**config.mk**
```make
export PLATFORM = sky130hd
export DESIGN_NAME = eyescan_seq
export DESIGN_NICKNAME = d
export VERILOG_FILES = /design/src/rtl/eyescan_pkg.sv /design/src/rtl/eyescan_regs.sv /design/src/rtl/eyescan_accum.sv /design/src/rtl/eyescan_grid.sv /design/src/rtl/eyescan_seq.sv
export SDC_FILE = /design/constraint.sdc
export NUM_CORES = 1
export LEC_CHECK = 0
export ABC_AREA = 1
export ABC_CLOCK_PERIOD_IN_PS = 2100
export BUFFER_PORTS_ARGS = -buffer_cell sky130_fd_sc_hd__buf_4
export CORE_MARGIN = 3
export CORE_UTILIZATION = 62
export CTS_BUF_LIST = sky130_fd_sc_hd__clkbuf_4
export DETAILED_ROUTE_END_ITERATION = 8
export GPL_TIMING_DRIVEN = 0
export PLACE_DENSITY = 0.94
export SYNTH_ARGS = -nofsm -noshare
export SYNTH_HDL_FRONTEND = slang
export SYNTH_SLANG_ARGS = --single-unit
export TNS_END_PERCENT = 1
```
**constraint.sdc**
```tcl
create_clock -name clk -period 2.1 [get_ports clk]
set_clock_uncertainty 0.15 [all_clocks]
set_input_delay 0.525 -clock clk [delete_from_list [all_inputs] [get_ports clk]]
set_output_delay 0.525 -clock clk [all_outputs]
set_load 0.02 [all_outputs]
```
**src/rtl/eyescan_pkg.sv**
```systemverilog
package eyescan_pkg;
  localparam logic [7:0] A_CFG = 8'h11;
  localparam logic [7:0] A_OVR = 8'h22;
  localparam logic [7:0] A_CTL = 8'h24;
  localparam logic [7:0] A_HI  = 8'h25;
  localparam logic [7:0] A_LO  = 8'h26;
  localparam logic [7:0] A_WIN = 8'h2A;
  localparam int RES_W = 16;
endpackage

```
**src/rtl/eyescan_regs.sv**
```systemverilog
module eyescan_regs import eyescan_pkg::*; (
  input  logic       clk,
  input  logic       rst_n,
  input  logic       wr_en,
  input  logic [7:0] wr_addr,
  input  logic [7:0] wr_data,
  input  logic       fin_set,
  output logic [7:0] cfg,
  output logic       ovr,
  output logic       ctl_en,
  output logic       ctl_start,
  output logic       done,
  output logic [7:0] win
);
  always_ff @(posedge clk or negedge rst_n) begin
    if (!rst_n) begin
      cfg       <= 8'h20;
      ovr       <= 1'b0;
      ctl_en    <= 1'b0;
      ctl_start <= 1'b0;
      done      <= 1'b0;
      win       <= 8'h00;
    end else begin
      if (wr_en) begin
        case (wr_addr)
          A_CFG: cfg <= wr_data;
          A_OVR: ovr <= wr_data[7];
          A_CTL: begin
            ctl_en    <= wr_data[7];
            ctl_start <= wr_data[1];
            if (wr_data[1]) done <= 1'b0;
          end
          A_WIN: win <= wr_data;
          default: ;
        endcase
      end
      if (fin_set) begin
        ctl_start <= 1'b0;
        done      <= 1'b1;
      end
    end
  end
endmodule

```
**src/rtl/eyescan_accum.sv**
```systemverilog
module eyescan_accum import eyescan_pkg::*; #(
  parameter int WIN_SHIFT = 10
) (
  input  logic             clk,
  input  logic             rst_n,
  input  logic             restart,
  input  logic [7:0]       win,
  input  logic             smp_valid,
  input  logic             mism,
  output logic [RES_W-1:0] err,
  output logic             fin
);
  localparam int CW = 9 + WIN_SHIFT;
  localparam logic [RES_W-1:0] ERR_MAX = '1;

  logic [CW-1:0] cnt, tgt;
  logic          act;

  always_ff @(posedge clk or negedge rst_n) begin
    if (!rst_n) begin
      cnt <= '0;
      tgt <= '0;
      act <= 1'b0;
      err <= '0;
      fin <= 1'b0;
    end else if (restart) begin
      cnt <= '0;
      err <= '0;
      act <= 1'b1;
      fin <= 1'b0;
      tgt <= ({{(CW-8){1'b0}}, win} + CW'(1)) << WIN_SHIFT;
    end else if (act && smp_valid) begin
      cnt <= cnt + CW'(1);
      if (mism && err != ERR_MAX) err <= err + RES_W'(1);
      if (cnt + CW'(1) == tgt) begin
        act <= 1'b0;
        fin <= 1'b1;
      end
    end
  end

  assert_sat_hold_R5: assert property (@(posedge clk) disable iff (!rst_n)
    (err == ERR_MAX && !restart) |=> err == ERR_MAX);
  assert_skip_invalid_R4: assert property (@(posedge clk) disable iff (!rst_n)
    (!restart && !smp_valid) |=> $stable(err));
endmodule

```
**src/rtl/eyescan_grid.sv**
```systemverilog
module eyescan_grid #(
  parameter int PH_BITS = 6,
  parameter int VT_BITS = 6
) (
  input  logic               clk,
  input  logic               rst_n,
  input  logic               clear,
  input  logic               step,
  output logic [PH_BITS-1:0] phase,
  output logic [VT_BITS-1:0] volt,
  output logic               last
);
  localparam int PW = PH_BITS + VT_BITS;
  logic [PW-1:0] point;

  always_ff @(posedge clk or negedge rst_n) begin
    if (!rst_n)     point <= '0;
    else if (clear) point <= '0;
    else if (step)  point <= point + PW'(1);
  end

  assign phase = point[PH_BITS-1:0];
  assign volt  = point[PW-1:PH_BITS];
  assign last  = &point;
endmodule

```
**src/rtl/eyescan_seq.sv**
```systemverilog
module eyescan_seq import eyescan_pkg::*; #(
  parameter int PH_BITS   = 6,
  parameter int VT_BITS   = 6,
  parameter int WIN_SHIFT = 10
) (
  input  logic               clk,
  input  logic               rst_n,
  input  logic               wr_en,
  input  logic [7:0]         wr_addr,
  input  logic [7:0]         wr_data,
  input  logic               rd_valid,
  output logic               rd_ready,
  input  logic [7:0]         rd_addr,
  output logic [7:0]         rd_data,
  output logic               rd_dvalid,
  input  logic               smp_valid,
  input  logic               smp_main,
  input  logic               smp_sec,
  output logic [PH_BITS-1:0] phase_ofs,
  output logic [VT_BITS-1:0] volt_ofs,
  output logic [1:0]         range_code,
  output logic               mon_pwr_on,
  output logic               sweep_done
);
  logic [7:0]       cfg, win;
  logic             ovr, ctl_en, ctl_start;
  logic [RES_W-1:0] acc_err, res_q;
  logic             acc_fin, grid_last;
  logic             sweeping, pend, res_full, msb_taken;
  logic             run, sweep_go, sweep_stop, restart, step, finish;
  logic             hi_slot, lo_slot, acc, msb_acc, lsb_acc, load;
  logic [7:0]       rd_mux;

  assign run        = ctl_en & ctl_start & ~ovr & ~cfg[5];
  assign sweep_go   = run & ~sweeping;
  assign sweep_stop = sweeping & ~run;

  assign hi_slot  = (rd_addr == A_HI) & ~msb_taken;
  assign lo_slot  = (rd_addr == A_LO) | ((rd_addr == A_HI) & msb_taken);
  assign rd_ready = ~(sweeping & hi_slot & ~res_full);
  assign acc      = rd_valid & rd_ready;
  assign msb_acc  = acc & hi_slot & sweeping & res_full;
  assign lsb_acc  = acc & lo_slot & msb_taken;
  assign step     = msb_acc & ~grid_last;
  assign restart  = sweep_go | step;
  assign finish   = lsb_acc & grid_last & ~pend & sweeping;
  assign load     = sweeping & pend & acc_fin & ~res_full;

  eyescan_regs u_regs (
    .clk, .rst_n, .wr_en, .wr_addr, .wr_data,
    .fin_set(finish), .cfg, .ovr, .ctl_en, .ctl_start,
    .done(sweep_done), .win
  );

  eyescan_accum #(.WIN_SHIFT(WIN_SHIFT)) u_accum (
    .clk, .rst_n, .restart, .win, .smp_valid,
    .mism(smp_main ^ smp_sec), .err(acc_err), .fin(acc_fin)
  );

  eyescan_grid #(.PH_BITS(PH_BITS), .VT_BITS(VT_BITS)) u_grid (
    .clk, .rst_n, .clear(sweep_go), .step,
    .phase(phase_ofs), .volt(volt_ofs), .last(grid_last)
  );

  always_ff @(posedge clk or negedge rst_n) begin
    if (!rst_n) begin
      sweeping  <= 1'b0;
      pend      <= 1'b0;
      res_full  <= 1'b0;
      msb_taken <= 1'b0;
      res_q     <= '0;
    end else if (sweep_go) begin
      sweeping  <= 1'b1;
      pend      <= 1'b1;
      res_full  <= 1'b0;
      msb_taken <= 1'b0;
    end else if (sweep_stop) begin
      sweeping  <= 1'b0;
      pend      <= 1'b0;
      res_full  <= 1'b0;
      msb_taken <= 1'b0;
    end else begin
      if (load) begin
        res_q    <= acc_err;
        res_full <= 1'b1;
        pend     <= 1'b0;
      end
      if (msb_acc) begin
        msb_taken <= 1'b1;
        if (step) pend <= 1'b1;
      end
      if (lsb_acc) begin
        msb_taken <= 1'b0;
        res_full  <= 1'b0;
      end
      if (finish) sweeping <= 1'b0;
    end
  end

  always_comb begin
    case (rd_addr)
      A_CFG:   rd_mux = cfg;
      A_OVR:   rd_mux = {ovr, 7'b0};
      A_CTL:   rd_mux = {ctl_en, 5'b0, ctl_start, sweep_done};
      A_WIN:   rd_mux = win;
      A_HI:    rd_mux = msb_taken ? res_q[7:0] : res_q[15:8];
      A_LO:    rd_mux = res_q[7:0];
      default: rd_mux = 8'h00;
    endcase
  end

  always_ff @(posedge clk or negedge rst_n) begin
    if (!rst_n) begin
      rd_dvalid <= 1'b0;
      rd_data   <= 8'h00;
    end else begin
      rd_dvalid <= acc;
      if (acc) rd_data <= rd_mux;
    end
  end

  assign range_code = cfg[7:6];
  assign mon_pwr_on = ~cfg[5];

  assert_offsets_hold_R7: assert property (@(posedge clk) disable iff (!rst_n)
    !restart |=> ($stable(phase_ofs) && $stable(volt_ofs)));
  assert_result_held_R8: assert property (@(posedge clk) disable iff (!rst_n)
    (res_full && !lsb_acc && !sweep_go && !sweep_stop) |=> ($stable(res_q) && res_full));
  assert_done_idle_R10: assert property (@(posedge clk) disable iff (!rst_n)
    sweep_done |-> !sweeping);
  assert_data_strobe_R11: assert property (@(posedge clk) disable iff (!rst_n)
    (rd_valid && rd_ready) |=> rd_dvalid);
endmodule

```
Word-level counts from Yosys, hierarchy flattened
Index checks and enable logic that the tools add are counted.
Widths: inputs -> output; s select.
Storage, ports and cells
  flip-flop bits (word level): 107
  input bits: 31
  output and inout bits: 26
  word-level logic and storage cells: 131
Cells by class
  $add $sub $neg: 4
  equal/unequal tests: 12
  muxes and demuxes: 38
  bitwise logic cells: 36
  reductions and logical operators: 22
Operators by type and width (count)
  $eq 8x6->1 const B: 8
  $mux 16: 3
  $pmux 8 s6: 1
  $mux 19: 2
  $mux 1: 29
  $mux 12: 2
  $and 1x1->1: 22
  $add 19x1->19 const B: 1
  $eq 19x19->1: 1
  $add 16x1->16 const B: 1
  $eq 8x5->1 const B: 2
  $ne 16x16->1 const B: 1
  $reduce_and 2->1: 7
  $reduce_bool 2->1: 7
  $add 12x1->12 const B: 1
  $reduce_and 12->1: 1
  $not 1->1: 11
  $add 8x1->9 const B: 1
  $mux 8: 1
  $reduce_bool 4->1: 2
  $reduce_and 3->1: 2
  $reduce_bool 3->1: 1
  $logic_and 1x1->1: 2
  $or 1x1->1: 2
  $xor 1x1->1: 1

Longest topological paths before layout
  depth in word-level cells: 14
  gate-level depth with buffers: 14
  mapped depth without buffers: 14

Hierarchy
From an unflattened synthesis, not the netlist that was laid out.
Second synthesis, totals
  cell total of the unflattened synthesis: 826
  area total of the unflattened synthesis: 6289.8 sq um
By module, submodules not included
  eyescan_accum: times used 1, cells an instance 399, area an instance 2887.8 sq um, seq. area each 1151.1 sq um
  eyescan_seq: times used 1, cells an instance 222, area an instance 1704.1 sq um, seq. area each 725.7 sq um
  eyescan_regs: times used 1, cells an instance 122, area an instance 1028.5 sq um, seq. area each 501.7 sq um
  eyescan_grid: times used 1, cells an instance 83, area an instance 669.4 sq um, seq. area each 300.3 sq um

Worst setup path after synthesis
Ideal clock, no wire load.
  path kind: register to register
  start: register u_grid.point[1]
  end: register u_accum.err[9]
  library setup time: 0.120 ns
  arrival: 1.813 ns
  data required time: 1.830 ns
  setup slack: 0.017 ns
  stages on the path, launching flop included: 12
  buffers on the path: 1
  clock period less this slack: 2.083 ns
  cells stage by stage: dfrtp_1 -> ha_1 -> nand2_2 -> nor4_4 -> nand2_2 -> nand2_4 -> nand2_4 -> inv_6 -> nand2_4 -> buf_6 -> nand2_1 -> o21ai_2
Between the ends
  longest elaborated chain between the ends: 6
  elaborated cells between the ends (all ways): 8
  classes of those cells: mux: 1; bitwise: 3; reduce/logical: 4
Ends and longest elaborated chain
  from (decl): line eyescan_grid.sv:14  | logic [PW-1:0] point;
  from (signal assigned): line eyescan_grid.sv:19  | else if (step) point <= point + PW'(1);
  $reduce_and 12->1 *: line eyescan_grid.sv:24  | assign last = &point;
  $not 1->1 *: line eyescan_seq.sv:44  | assign step = msb_acc & ~grid_last;
  $and 1x1->1 *: line eyescan_seq.sv:44
  $or 1x1->1 *: line eyescan_seq.sv:45  | assign restart = sweep_go | step;
  $reduce_bool 2->1 (no source line)
  $reduce_and 2->1 (no source line)
  to (signal assigned): line eyescan_accum.sv:34  | if (mism && err != ERR_MAX) err <= err + RES_W'(1);
  to (decl): line eyescan_accum.sv:10  | output logic [RES_W-1:0] err,
Mark *: on every way between the ends. The rest lies on a longest branch, timed or not.
A chain may end at the register's enable or synchronous reset.

Final worst setup path
  start: input port rd_addr[3]
  end: output port rd_ready
Between the ends
  longest elaborated chain between the ends: 5
Ends and longest elaborated chain
  from (decl): line eyescan_seq.sv:13  | input logic [7:0] rd_addr,
  $eq 8x6->1: line eyescan_seq.sv:38  | assign hi_slot = (rd_addr == A_HI) & ~msb_taken;
  $and 1x1->1: line eyescan_seq.sv:38
  $and 1x1->1 (2 in series): line eyescan_seq.sv:40  | assign rd_ready = ~(sweeping & hi_slot & ~res_full);
  $not 1->1: line eyescan_seq.sv:40
  to (decl): line eyescan_seq.sv:12  | output logic rd_ready,
Every way passes these cells.

==> Implementation_results.wiki <==
{| class="wikitable"
! Metric !! Value
|-
| Cell Area, Synth || 6030 µm²
|-
| Run status || finished, violations left
|-
| Total number of H-tree levels || 3
|-
| Biggest area consumer among synthesized cells || sky130_fd_sc_hd__dfrtp_1
|-
| Pleak || 3.34 nW
|-
| Number of storage elements in the synthesis netlist || 107
|-
| Required arrival time at the worst endpoint || 1.42 ns
|-
| Critical Path Max Stage Delay || 0.17 ns
|-
| Critical Path Fanout Max || 6
|-
| Worst path cell trace || buf_4 > inv_1 > nand2_1 > nor2_2 > nand2_4 > nor3_4 > nand2_2 > buf_4
|-
| CTS tree || built
|-
| Clk Latency, worst-skew pair || 0.51 ns
|-
| Die Wd || 105 µm
|-
| Maximum clock insertion buffer count || 2
|-
| Peak supply drop || 547 µV
|-
| Arrival time at the worst endpoint || 1.54 ns
|-
| Count of antenna-violating nets left after detailed routing || 0
|-
| Startpoint type of the worst setup path || input port
|-
| Floorplan die area || 11000 µm²
|-
| Total routed wirelength || 15400 µm
|-
| Number of nets in the layout || 895
|-
| Hold Path Class || in -> reg
|-
| Pin slew with the least headroom to its limit || 0.630 ns
|-
| Signed area change from the synthesized netlist to the final layout || 15.5%
|-
| Total chip power || 4.66 mW
|-
| RSZ-0062 raised after global routing || yes
|-
| Antenna violations before repair || 0
|-
| Top FF cell, synth || sky130_fd_sc_hd__dfrtp_1
|-
| Leading post-synthesis cells by cell area || sky130_fd_sc_hd__dfrtp_1 44%, sky130_fd_sc_hd__nand2_1 13%, sky130_fd_sc_hd__inv_1 5.9%, sky130_fd_sc_hd__o21ai_0 5.8%, sky130_fd_sc_hd__nand3_1 4.8%
|-
| Critical path's slowest cell || sky130_fd_sc_hd__nor3_4
|-
| Pin count of the biggest net entering global routing || 108
|-
| Chip height || 105 µm
|-
| Synthesized netlist cell count || 781
|-
| Share of flip-flops with an asynchronous set or reset || 100%
|-
| Number of buffer and inverter instances along the worst setup path || 3
|-
| Cts bufs inserted || 9
|-
| Power density over cell area || 669 nW/µm²
|-
| Detail-routed net length per standard cell || 15.5 µm
|-
| Post-synthesis average cell area || 7.73 µm²
|-
| Initial core utilization || 64.7%
|-
| Remaining design rule violation count || 0
|-
| Mapped Nets || 818
|-
| Root buf cell || sky130_fd_sc_hd__clkbuf_4
|-
| Timing-limited maximum frequency || 0.452 GHz
|-
| Sort of element at the end of the critical path || primary output
|-
| Clock-pin slew reported for the worst setup and hold paths after clock tree synthesis || 0.16 ns
|-
| CP Class || in -> out
|-
| Final number of max-transition violations || 0
|-
| Layout cell share with drive strength beyond 1 || 17.6%
|-
| CTS sink count || 107
|-
| Wire length of the first global-routing pass || 25400 µm
|-
| Post-detail-place hpwl || 10900 µm
|-
| Post-Layout Cell Count || 992
|-
| Share of the yosys chip area belonging to registers || 44.4%
|-
| DP Worst Slack || -0.334 ns
|-
| Total placed cells including tap cells || 966
|-
| Routed via count || 5760
|-
| Vias per inst || 5.81
|-
| Number of iterations in the first detailed-routing pass || 5
|-
| I/O pin cnt || 57
|-
| Leftover overflow at the end of global routing || 0
|-
| Most repeated library cell on the critical path || sky130_fd_sc_hd__buf_4
|-
| Number of enable-type register cells in the synthesized netlist || 0
|-
| Final worst path period need || 2.21 ns
|-
| Count of final setup violators || 3
|-
| Warnings from Yosys || 0
|-
| Initial detailed-routing violation count || 416
|-
| Max capacitance violation total || 0
|-
| Final Hold Viols || 0
|-
| Setup slack of the critical path after layout || -0.113 ns
|-
| Distinct cell type count of the synthesized netlist || 51
|-
| Global placement routability congestion || 0.960
|-
| All-layer global routing usage || 28.6%
|-
| Total of buffers placed on input and output ports || 56
|-
| Placement Rows || 35
|-
| Failing checks || setup timing
|-
| Relative slew slack || 57.6%
|-
| Core area || 9330 µm²
|-
| Number of antenna repair diodes || 0
|-
| Kind of cell adding the most delay to the critical path || simple AND/OR/NAND/NOR gates
|-
| Final cycle utilization of the critical path || 105%
|-
| Share of the synthesized area in the top cell type || 44.0%
|-
| Via count of the first global-routing pass || 5416
|}
==> cell usage after synthesis, types with 6 or more instances <==
library cell                 n
sky130_fd_sc_hd__o21ai_1    16
sky130_fd_sc_hd__nor4_1      8
sky130_fd_sc_hd__nand4_1    20
sky130_fd_sc_hd__clkbuf_1    9
sky130_fd_sc_hd__ha_1        6
sky130_fd_sc_hd__nand3_1    58
sky130_fd_sc_hd__nor3_1     19
sky130_fd_sc_hd__o21ai_0    70
sky130_fd_sc_hd__nand2_1   207
sky130_fd_sc_hd__xor2_1     19
sky130_fd_sc_hd__a21oi_1    19
sky130_fd_sc_hd__o21ai_2    10
sky130_fd_sc_hd__inv_1      95
sky130_fd_sc_hd__nor2_1     51
sky130_fd_sc_hd__dfrtp_1   106
==> per-stage QoR <==
step	util, %	hold WS, ns	cell area [µm²]	TNS, ns
after floorplan	-	0.0794	6030	0
after global placement	70.9	0.305	6620	-9.07
after detailed placement	70.9	0.323	6620	-14.17
after CTS	73.5	0.132	6860	-0.0502
after global routing	74.7	0.133	6970	-0.682
final	74.7	0.134	6970	-0.226
==> path summary, 6_finish.rpt <==
path                                            startpoint                          end  slack (ns)  depth (start not counted)
worst min-delay path                            wr_data[5]    u_regs.cfg[5]$_DFFE_PN1P_        0.13                          3
worst max-delay path                            rd_addr[3]                     rd_ready       -0.11                          8
min in group asynchronous                            rst_n  u_accum.cnt[15]$_DFFE_PN0P_        0.35                          2
worst min register to register        res_q[9]$_DFFE_PN0P_         res_q[9]$_DFFE_PN0P_        0.37                          2
worst max register to register  u_accum.cnt[0]$_DFFE_PN0P_      u_accum.act$_DFFE_PN0P_       -0.07                         14
max in group asynchronous                            rst_n    u_regs.cfg[5]$_DFFE_PN1P_        0.78                          3
==> layout make-up <==
class / count / area (µm²)
Clock buffer: 12 / 90.1
Inverter: 99 / 380
Multi-Input combinational cell: 555 / 2910
Clock inverter: 4 / 82.6
Timing Repair Buffer: 67 / 529
Sequential cell: 107 / 2680
Tap cell: 129 / 161
Buffer: 19 / 134
Fill cell: 688 / 2360
==> worst register-to-register path, cell delays in order, from the launching register on <==
cell and delay (ns):
sky130_fd_sc_hd__dfrtp_1 0.40, sky130_fd_sc_hd__ha_1 0.22, sky130_fd_sc_hd__nand2_1 0.11, sky130_fd_sc_hd__nor2_4 0.20, sky130_fd_sc_hd__nand2_2 0.11, sky130_fd_sc_hd__nand2_1 0.08, sky130_fd_sc_hd__nand2_1 0.08, sky130_fd_sc_hd__nor2_1 0.11
sky130_fd_sc_hd__nand3_1 0.10, sky130_fd_sc_hd__nor2_2 0.13, sky130_fd_sc_hd__nand2_1 0.06, sky130_fd_sc_hd__nor2_1 0.10, sky130_fd_sc_hd__nand2_1 0.10, sky130_fd_sc_hd__nand2_1 0.07, sky130_fd_sc_hd__nand2_1 0.05
==> flip-flops by register name, summed over array words and instances, names as in the netlist, 8 cells and up <==
name,cells
u_grid.point,12
rd_data,8
u_accum.cnt,19
u_regs.cfg,8
res_q,16
u_regs.win,8
u_accum.tgt,9
u_accum.err,16
==> cell families after synthesis <==
group | after synthesis | synth area share [%]
AND/OR/NAND/NOR | 389 | 29.1
AO/OA/AOI/OAI | 137 | 13.2
buffers and inverters | 119 | 8.40
flip-flops | 107 | 44.4
XOR/XNOR | 22 | 3.44
adder cells (fa/ha/maj) | 6 | 1.24
multiplexers | 1 | 0.187
==> where the power goes <==
part           internal [mW]  switching, mW  leakage (nW)
Combinational          0.371          0.599          1.84
Clock                  0.540          0.724        0.0956
Sequential              2.24          0.188          1.40
Total                   3.15           1.51          3.34
==> metal layers <==
metal / wire (µm) / global-route usage, %
met5: 0 / 0
met4: 496 / 12.4
met3: 1340 / 5.62
met2: 7430 / 45.8
met1: 6130 / 38.2
==> timing repair <==
action                                  in CTS  in global routing
gates resized for setup                     12                 19
endpoints found under the setup margin      59                 66
hold buffers                                 0                  1
endpoints found under the hold margin        0                 47
pin swaps                                    2                  4
setup buffers                                5                  4
==> placed cells by master (no fill, tap or decap), types with 3 or more instances in the layout <==
cell | Yosys | layout
sky130_fd_sc_hd__buf_4 | 4 | 67
sky130_fd_sc_hd__buf_2 | 1 | 3
sky130_fd_sc_hd__clkbuf_1 | 9 | 4
sky130_fd_sc_hd__o21ai_1 | 16 | 17
sky130_fd_sc_hd__nor3_1 | 19 | 17
sky130_fd_sc_hd__nand3_2 | 2 | 3
sky130_fd_sc_hd__nand2_1 | 207 | 204
sky130_fd_sc_hd__inv_8 | 0 | 3
sky130_fd_sc_hd__ha_1 | 6 | 4
sky130_fd_sc_hd__o31ai_1 | 5 | 5
sky130_fd_sc_hd__nand2_2 | 5 | 6
sky130_fd_sc_hd__nor2_2 | 4 | 7
sky130_fd_sc_hd__buf_6 | 5 | 7
sky130_fd_sc_hd__nand4_1 | 20 | 20
sky130_fd_sc_hd__o21ai_2 | 10 | 10
sky130_fd_sc_hd__clkbuf_4 | 0 | 12
sky130_fd_sc_hd__nand2_4 | 3 | 5
sky130_fd_sc_hd__nor2_1 | 51 | 47
sky130_fd_sc_hd__xor2_1 | 19 | 19
sky130_fd_sc_hd__dfrtp_1 | 106 | 104
sky130_fd_sc_hd__inv_2 | 2 | 3
sky130_fd_sc_hd__a21oi_1 | 19 | 19
sky130_fd_sc_hd__o21ai_0 | 70 | 69
sky130_fd_sc_hd__nor4_1 | 8 | 8
sky130_fd_sc_hd__a221oi_1 | 3 | 3
sky130_fd_sc_hd__inv_1 | 95 | 94
sky130_fd_sc_hd__nand3_1 | 58 | 57
Note: power is estimated with default switching activity, not from simulation.
